File: src/rtl/priv_mon_pkg.sv
package priv_mon_pkg;
  localparam int unsigned SEL_VALID  = 0;
  localparam int unsigned SEL_OPCODE = 1;
  localparam int unsigned SEL_CTRL   = 2;
  localparam int unsigned CTRL_ARM   = 0;
  localparam int unsigned CTRL_CLR   = 1;
endpackage

File: src/rtl/priv_win_table.sv
module priv_win_table #(
  parameter int unsigned AW   = 16,
  parameter int unsigned NWIN = 4,
  localparam int unsigned IW  = (NWIN > 1) ? $clog2(NWIN) : 1
) (
  input  logic          clk_i,
  input  logic          rst_ni,
  input  logic          bnd_we_i,
  input  logic [IW-1:0] bnd_idx_i,
  input  logic          bnd_lim_i,
  input  logic          vld_we_i,
  input  logic [AW-1:0] wdata_i,
  input  logic [AW-1:0] chk_f_addr_i,
  input  logic [AW-1:0] chk_d_addr_i,
  output logic          hit_f_o,
  output logic          hit_d_o
);
  logic [AW-1:0]   base_q [NWIN];
  logic [AW-1:0]   lim_q  [NWIN];
  logic [NWIN-1:0] vld_q;
  logic [NWIN-1:0] hf, hd;

  always_ff @(posedge clk_i or negedge rst_ni) begin
    if (!rst_ni) vld_q <= '0;
    else if (vld_we_i) vld_q <= wdata_i[NWIN-1:0];
  end

  for (genvar i = 0; i < NWIN; i++) begin : g_win
    always_ff @(posedge clk_i or negedge rst_ni) begin
      if (!rst_ni) begin
        base_q[i] <= '0;
        lim_q[i]  <= '0;
      end else if (bnd_we_i && bnd_idx_i == IW'(i)) begin
        if (bnd_lim_i) lim_q[i] <= wdata_i;
        else           base_q[i] <= wdata_i;
      end
    end
    assign hf[i] = vld_q[i] && chk_f_addr_i >= base_q[i] && chk_f_addr_i <= lim_q[i];
    assign hd[i] = vld_q[i] && chk_d_addr_i >= base_q[i] && chk_d_addr_i <= lim_q[i];
  end

  assign hit_f_o = |hf;
  assign hit_d_o = |hd;
endmodule

File: src/rtl/priv_mode_ctrl.sv
module priv_mode_ctrl (
  input  logic clk_i,
  input  logic rst_ni,
  input  logic fetch_i,
  input  logic jump_i,
  input  logic irq_ack_i,
  input  logic rti_i,
  input  logic arm_set_i,
  output logic user_o,
  output logic enter_o
);
  logic user_q, arm_q, ret_pend_q, in_irq_q;

  assign enter_o = !user_q && arm_q && fetch_i && !irq_ack_i &&
                   (ret_pend_q || (jump_i && !in_irq_q));
  assign user_o  = user_q;

  always_ff @(posedge clk_i or negedge rst_ni) begin
    if (!rst_ni) begin
      user_q     <= 1'b0;
      arm_q      <= 1'b0;
      ret_pend_q <= 1'b0;
      in_irq_q   <= 1'b0;
    end else begin
      if (irq_ack_i)    user_q <= 1'b0;
      else if (enter_o) user_q <= 1'b1;

      if (enter_o)        arm_q <= 1'b0;
      else if (arm_set_i) arm_q <= 1'b1;

      if (rti_i)        ret_pend_q <= 1'b1;
      else if (fetch_i) ret_pend_q <= 1'b0;

      if (irq_ack_i)  in_irq_q <= 1'b1;
      else if (rti_i) in_irq_q <= 1'b0;
    end
  end
endmodule

File: src/rtl/priv_nmi_gen.sv
module priv_nmi_gen (
  input  logic clk_i,
  input  logic rst_ni,
  input  logic viol_i,
  input  logic rti_i,
  input  logic clr_i,
  output logic nmi_o,
  output logic sticky_o
);
  logic nmi_q, busy_q, sticky_q;

  always_ff @(posedge clk_i or negedge rst_ni) begin
    if (!rst_ni) begin
      nmi_q    <= 1'b0;
      busy_q   <= 1'b0;
      sticky_q <= 1'b0;
    end else begin
      nmi_q <= viol_i && !busy_q;
      if (viol_i && !busy_q) busy_q <= 1'b1;
      else if (rti_i)        busy_q <= 1'b0;
      if (viol_i && busy_q)  sticky_q <= 1'b1;
      else if (clr_i)        sticky_q <= 1'b0;
    end
  end

  assign nmi_o    = nmi_q;
  assign sticky_o = sticky_q;
endmodule

File: src/rtl/priv_monitor.sv
module priv_monitor #(
  parameter int unsigned AW        = 16,
  parameter int unsigned DW        = 8,
  parameter int unsigned NWIN      = 4,
  parameter logic [7:0]  FORBID_OP = 8'hF3,
  localparam int unsigned IW  = (NWIN > 1) ? $clog2(NWIN) : 1,
  localparam int unsigned RAW = IW + 2
) (
  input  logic           clk_i,
  input  logic           rst_ni,
  input  logic           fetch_i,
  input  logic [AW-1:0]  fetch_addr_i,
  input  logic [DW-1:0]  fetch_data_i,
  input  logic           jump_i,
  input  logic           bus_valid_i,
  input  logic [AW-1:0]  bus_addr_i,
  input  logic           irq_ack_i,
  input  logic           rti_i,
  input  logic           reg_we_i,
  input  logic [RAW-1:0] reg_addr_i,
  input  logic [AW-1:0]  reg_wdata_i,
  output logic           nmi_o,
  output logic           user_mode_o,
  output logic           sticky_o
);
  import priv_mon_pkg::*;

  logic          user, enter, eff_user, wr_ok, spec;
  logic          hit_f, hit_d, viol;
  logic [DW-1:0] op_q;

  assign eff_user = user | enter;
  assign wr_ok    = reg_we_i && !eff_user;
  assign spec     = reg_addr_i[RAW-1];

  always_ff @(posedge clk_i or negedge rst_ni) begin
    if (!rst_ni) op_q <= DW'(FORBID_OP);
    else if (wr_ok && spec && reg_addr_i[1:0] == 2'(SEL_OPCODE))
      op_q <= reg_wdata_i[DW-1:0];
  end

  priv_win_table #(.AW(AW), .NWIN(NWIN)) u_tbl (
    .clk_i        (clk_i),
    .rst_ni       (rst_ni),
    .bnd_we_i     (wr_ok && !spec),
    .bnd_idx_i    (reg_addr_i[IW:1]),
    .bnd_lim_i    (reg_addr_i[0]),
    .vld_we_i     (wr_ok && spec && reg_addr_i[1:0] == 2'(SEL_VALID)),
    .wdata_i      (reg_wdata_i),
    .chk_f_addr_i (fetch_addr_i),
    .chk_d_addr_i (bus_addr_i),
    .hit_f_o      (hit_f),
    .hit_d_o      (hit_d)
  );

  priv_mode_ctrl u_mode (
    .clk_i     (clk_i),
    .rst_ni    (rst_ni),
    .fetch_i   (fetch_i),
    .jump_i    (jump_i),
    .irq_ack_i (irq_ack_i),
    .rti_i     (rti_i),
    .arm_set_i (wr_ok && spec && reg_addr_i[1:0] == 2'(SEL_CTRL) && reg_wdata_i[CTRL_ARM]),
    .user_o    (user),
    .enter_o   (enter)
  );

  // the entering fetch is already judged as user code
  assign viol = eff_user && ((fetch_i && (fetch_data_i == op_q || !hit_f)) ||
                             (bus_valid_i && !hit_d) || reg_we_i);

  priv_nmi_gen u_nmi (
    .clk_i    (clk_i),
    .rst_ni   (rst_ni),
    .viol_i   (viol),
    .rti_i    (rti_i),
    .clr_i    (wr_ok && spec && reg_addr_i[1:0] == 2'(SEL_CTRL) && reg_wdata_i[CTRL_CLR]),
    .nmi_o    (nmi_o),
    .sticky_o (sticky_o)
  );

  assign user_mode_o = user;
endmodule

File: config.mk
export PLATFORM = sky130hd
export DESIGN_NAME = priv_monitor
export DESIGN_NICKNAME = d
export VERILOG_FILES = /design/src/rtl/priv_mon_pkg.sv /design/src/rtl/priv_win_table.sv /design/src/rtl/priv_mode_ctrl.sv /design/src/rtl/priv_nmi_gen.sv /design/src/rtl/priv_monitor.sv
export SDC_FILE = /design/constraint.sdc
export NUM_CORES = 1
export LEC_CHECK = 0
export BUFFER_PORTS_ARGS = -buffer_cell sky130_fd_sc_hd__buf_4
export CORE_ASPECT_RATIO = 1.75
export CORE_MARGIN = 1
export CORE_UTILIZATION = 53
export DETAILED_ROUTE_END_ITERATION = 12
export PLACE_DENSITY = 0.74
export SLEW_MARGIN = 20
export SYNTH_ARGS = -nofsm -noshare
export SYNTH_HDL_FRONTEND = slang
export SYNTH_SLANG_ARGS = --single-unit
File: constraint.sdc
create_clock -name clk_i -period 3.2 [get_ports clk_i]
set_clock_uncertainty 0.15 [all_clocks]
set_input_delay 0.16 -clock clk_i [delete_from_list [all_inputs] [get_ports clk_i]]
set_output_delay 0.16 -clock clk_i [all_outputs]
set_load 0.05 [all_outputs]
==> results.toml, run 1 <==
[run_status]
status = "completed"

[grt]
antenna_found_initial = 0
grt_max_degree = 88
grt_pass1_wl_mm = 55.9
grt_pass1_vias = 9986
gr-total-overflow = 0
track_usage = 0.343

[route]
vias = 9616
drt_iter0_drc = 497
ant_nets = 0
drc = 0
wl_per_cell_um = 22.5
drt_first_pass_iters = 5
wirelength_mm = 35.8
routed_via_density = 6.06

[clock_network]
post_cts_buffers = 0
cts_tree = "built"
clkLatencyLatePin_ns = 0.45
htree_levels = 4
path_clk_slew_ns = 0.06
cts_root_buf = "clkbuf_16"
cts_buffers = 17
cts.sink_count = 147
clock_path_buffers = 2

[timing]
timing.final.crit_period_ns = 2.99
setup_tns_ns = 0
finalCritPeriodShare = 0.935
max-slew-margin-rel = 0.423
tightestPinTransition_ns = 0.865
fmax_mhz = 334
hold_violations = 0
finalSetupViolCount = 0
rsz0062_at_grt = "false"
slew_viol_final = 0

[cells_and_area]
drive_gt1_frac = 0.179
fillerInstances = 1775
synthToLayoutAreaGrowth_pct = 15.7
fin_nets = 1606
final_area_um2 = 13300
num_antenna_cells = 0

[yosys]
synth_commonest_cells = "256 x ha_1, 141 x dfrtp_1, 136 x inv_1, 103 x nand2_1, 90 x a21oi_1"
yosysSeqAreaShare = 0.320
synth_nets = 1498
synth_area_per_cell_um2 = 9.82
yosys_warnings = 0
ys_types = 60
synth-edff-count = 0
syn-cell-area_um2 = 11500
yosysMostFrequentCell = "ha_1"
async_flop_share = 1.00
synth_top_cells_by_area = "dfrtp_1 31%, ha_1 28%, mux2_2 8.1%, inv_1 4.4%, a21oi_1 3.9%"
synth_ff_type = "dfrtp_1"
syn_inst = 1174
synth_seq_cells = 147
synth_top_area_cell = "dfrtp_1"
synth_top_area_share = 0.306

[placed_design]
gp_congestion = 1.01
dp_hpwl_mm = 27.6
detailed_place.area_um2 = 12500
port_buffers = 70

[worst_setup_path]
reg2reg_to = "u_nmi.busy_q"
r2r_cells = 9
critPathArrivalTime_ns = 3.21
cp-end-kind = "flop"
cp-start-kind = "flop"
r2r_slack_ns = 0.21
crit_fanout = 3
r2r_start = "u_tbl.lim_q[62]"
required_ns = 3.41
worst-setup-path-type = "reg -> reg"
timing.critical_path.from = "u_tbl.lim_q[62]"
setup.worst_path.end = "u_nmi.busy_q"

[pwr]
ir_drop_mv = 0.366
pwr_density_cell_nw_per_um2 = 605
power_leakage_nw = 6.57

[floorplan]
die_w_um = 114
core.rowCount = 71
dieArea_um2 = 22400
initial_core_util = 0.539
io_pins = 71
coreArea_um2 = 21400
die_h_um = 197

[hold_path]
hold_path_class = "in -> reg"

[flow_run]
drv_cap = 0
[sequential cells by signal, summed over array words and instances, names as in the netlist]
name and cells:
u_mode.arm_q 1, u_nmi.nmi_o 1, u_mode.user_o 1, u_mode.ret_pend_q 1, u_nmi.busy_q 1, u_nmi.sticky_o 1
u_mode.in_irq_q 1, op_q 8, u_tbl.vld_q 4, u_tbl.lim_q 64, u_tbl.base_q 64
[layout by cell type (no fill, tap or decap), types with 21 or more instances in the layout]
cell	synthesis	layout
dlygate4sd3_1	0	22
a21oi_1	90	90
nand3_1	21	21
nand2_1	103	103
buf_4	1	91
a21o_1	25	25
ha_1	256	256
nand4_1	33	33
o21ai_0	81	81
mux2_2	83	83
inv_1	136	136
dfrtp_1	141	141
[worst min-delay path by stage]
stage                   from               to  cells past startpoint
5_1_grt        reg_addr_i[1]   u_tbl.vld_q[0]                      4
2_1_floorplan         rst_ni          op_q[2]                      0
6_report       reg_addr_i[1]   u_tbl.lim_q[0]                      4
4_1_cts        reg_addr_i[1]   u_tbl.lim_q[0]                      4
3_5_place_dp          rst_ni  u_tbl.lim_q[40]                      1
3_3_place_gp          rst_ni  u_tbl.lim_q[42]                      1
[metrics by stage]
stage,util,setup slack [ns],hold WS (ns),power [W],instances
6_report,0.623,0.208,0.0520,0.00807,1587
5_1_grt,0.623,0.0322,0.0610,0.00865,1587
4_1_cts,0.623,0.264,0.0327,0.00807,1587
3_5_place_dp,0.583,0.139,0.141,0.00585,1533
3_3_place_gp,0.583,0.159,0.143,0.00571,1533
2_1_floorplan,-,0.864,-0.286,0.00474,1174
[per-layer routing]
layer,global-route usage,part of all wire
met5,0,0
met4,0.311,0.10
met3,0.0703,0.053
met2,0.570,0.48
met1,0.361,0.36
[area by class of cell]
type	count	area, µm²	area share
Clock buffer	24	512	0.0384
Timing Repair Buffer	115	935	0.0700
Clock inverter	8	123	0.00919
Tap cell	292	365	0.0274
Sequential cell	147	3690	0.276
Multi-Input combinational cell	865	7210	0.541
Inverter	136	510	0.0383
[repair_timing]
item | in CTS | in global routing
hold buffers | 22 | 0
hold endpoints to repair | 231 | 0
endpoints found under the setup margin | 0 | 0
gates resized for setup | 0 | 0
[report_power, final]
| part | internal [W] | switching (W) | total, W |
|---|---|---|---|
| clock | 0.00135 | 0.000814 | 0.00216 |
| sequential | 0.00236 | 0.000244 | 0.00260 |
| combinational | 0.00141 | 0.00190 | 0.00331 |
[logic make-up (layout without fill, tap and decap cells)]
kind of cell / after synthesis / after routing / share of synthesized area
xor gates and xnor gates: 8 / 8 / 0.00608
buffers and inverters: 162 / 283 / 0.0558
muxes: 93 / 93 / 0.0941
DFF: 147 / 147 / 0.320
AOI/OAI and AO/OA: 257 / 257 / 0.135
and+or+nand+nor: 251 / 251 / 0.111
adders and majority gates: 256 / 256 / 0.278
[worst max-delay path: stages, from the launching register on]
cell      delay [ns]
dfrtp_1         0.36
inv_1           0.08
ha_1            0.31
and4_1          0.34
nor4b_1         0.57
a221oi_1        0.20
a31o_2          0.25
a221oi_2        0.21
a21oi_1         0.18
o31ai_1         0.24
(Power assumes the default switching activity.)
==> run 2, diff against run 1 <==
--- a/config.mk
+++ b/config.mk
@@ -13,2 +13,3 @@
 export PLACE_DENSITY = 0.74
+export SKIP_CTS_REPAIR_TIMING = 1
 export SLEW_MARGIN = 20
==> constraint.sdc (replaced) <==
create_clock -name clk_i -period 3.2 [get_ports clk_i]
set_clock_uncertainty 0.15 [all_clocks]
set_input_delay 0.96 -clock clk_i [delete_from_list [all_inputs] [get_ports clk_i]]
set_output_delay 0.96 -clock clk_i [all_outputs]
set_load 0.05 [all_outputs]
==> results.toml, run 2 (synthesis results as in run 1) <==
[run_status]
status = "completed"

[worst_setup_path]
crit_top_cell = "buf_4"
cp_num_cells = 11
path_cells = "buf_4 -> buf_4 -> ha_1 -> nand4_1 -> nor4_1 -> a21boi_0 -> or4_1 -> a32oi_1 -> a221oi_2 -> a21oi_1 -> o21ai_0"
crit_slowest_cell = "or4_1"
worst-setup-path-type = "in -> reg"
cpPeakStageDelay_ns = 0.54
r2r_cells = 10
crit_fanout = 5
cp-start-kind = "primary input"
cp-end-kind = "flop"
crit_family = "compound AO/OA/AOI/OAI gates"
path_buf_inv = 2
critPathArrivalTime_ns = 3.32
required_ns = 3.36

[cells_and_area]
final_common_cell = "ha_1"
top_regs = "u_tbl.base_q (64), u_tbl.lim_q (64), op_q (8)"
synthToLayoutAreaGrowth_pct = 19.8
drive_gt1_frac = 0.239
fin_util = 0.645
fin_nets = 1674
most-common-layout-cells = "256 x ha_1, 179 x buf_4, 141 x dfrtp_1, 135 x inv_1, 103 x nand2_1"
fin_cells = 1656

[pwr]
ir_drop_mv = 0.510
pwr_density_cell_nw_per_um2 = 601
power_leakage_nw = 6.91

[clock_network]
clock_path_buffers = 2
cts.sink_count = 147
path_clk_slew_ns = 0.06
cts_buffers = 17
htree_levels = 4
cts_root_buf = "clkbuf_16"
cts_tree = "built"
clkLatencyLatePin_ns = 0.45

[placed_design]
dp_hpwl_mm = 29.6
port_buffers = 70
gp_congestion = 1.02
dp.cells = 1623

[route]
drt_first_pass_iters = 5
drc = 0
vias = 9925
drt_iter0_drc = 472
wl_per_cell_um = 22.6
ant_nets = 0
wirelength_mm = 37.4
routed_via_density = 5.99

[timing]
max-slew-margin-rel = 0.663
setup_tns_ns = 0
tightestPinTransition_ns = 0.502
slew_viol_final = 0
rsz0062_at_grt = "false"
fmax_mhz = 316
holdWs_ns = 0.335
timing.final.crit_period_ns = 3.16
finalCritPeriodShare = 0.988
finalSetupViolCount = 0
hold_violations = 0

[floorplan]
dieArea_um2 = 22400
die_w_um = 114
core.rowCount = 71
initial_core_util = 0.539
die_h_um = 197
coreArea_um2 = 21400
io_pins = 71

[grt]
gr-total-overflow = 0
track_usage = 0.356
grt_pass1_wl_mm = 57.8
grt_pass1_vias = 10500
antenna_found_initial = 1
grt_max_degree = 82

[hold_path]
hold_path_class = "in -> async"

[flow_run]
drv_cap = 0
[run 2: power by group]
part / internal (W) / total, W / switching, W
registers: 0.00236 / 0.00261 / 0.000253
logic: 0.00163 / 0.00365 / 0.00202
clock network: 0.00125 / 0.00205 / 0.000805
total: 0.00523 / 0.00831 / 0.00308
[run 2: area by class of cell]
cell class / instances / area, µm²
diodes: 1 / 2.50
fillers: 1726 / 7590
clock inverters: 8 / 98.8
flip-flops and latches: 147 / 3690
repair buffers: 183 / 1420
well taps: 292 / 365
inverters: 136 / 514
multi-input cells: 865 / 7240
clock buffers: 24 / 502
[run 2: routing by layer]
| metal | vias to the layer above | wire, µm | global-route usage |
|---|---|---|---|
| li1 | 4620 | - | - |
| met1 | 4736 | 13200 | 0.358 |
| met2 | 372 | 18000 | 0.590 |
| met3 | 197 | 1960 | 0.0727 |
| met4 | 0 | 4310 | 0.370 |
| met5 | - | 0 | 0 |
[run 2: metrics by stage]
stage | setup slack [ns] | power (W) | cell area [µm²]
after floorplan | 0.120 | 0.00474 | 11500
after global placement | -0.507 | 0.00601 | 13200
after detailed placement | -0.581 | 0.00617 | 13200
after CTS | -0.0969 | 0.00826 | 13800
after global routing | 0.00828 | 0.00886 | 13800
final | 0.0369 | 0.00831 | 13800
[run 2: path summary, 6_finish.rpt]
check,slack (ns),end,startpoint
min in group clk_i,0.34,u_mode.in_irq_q,u_mode.in_irq_q
max,0.04,u_nmi.sticky_o,bus_addr_i[15]
max reg2reg,0.27,u_nmi.busy_q,u_tbl.base_q[6]
min,0.33,u_tbl.lim_q[8],rst_ni
max in group asynchronous,2.11,op_q[0],rst_ni
min reg2reg,0.34,u_mode.in_irq_q,u_mode.in_irq_q
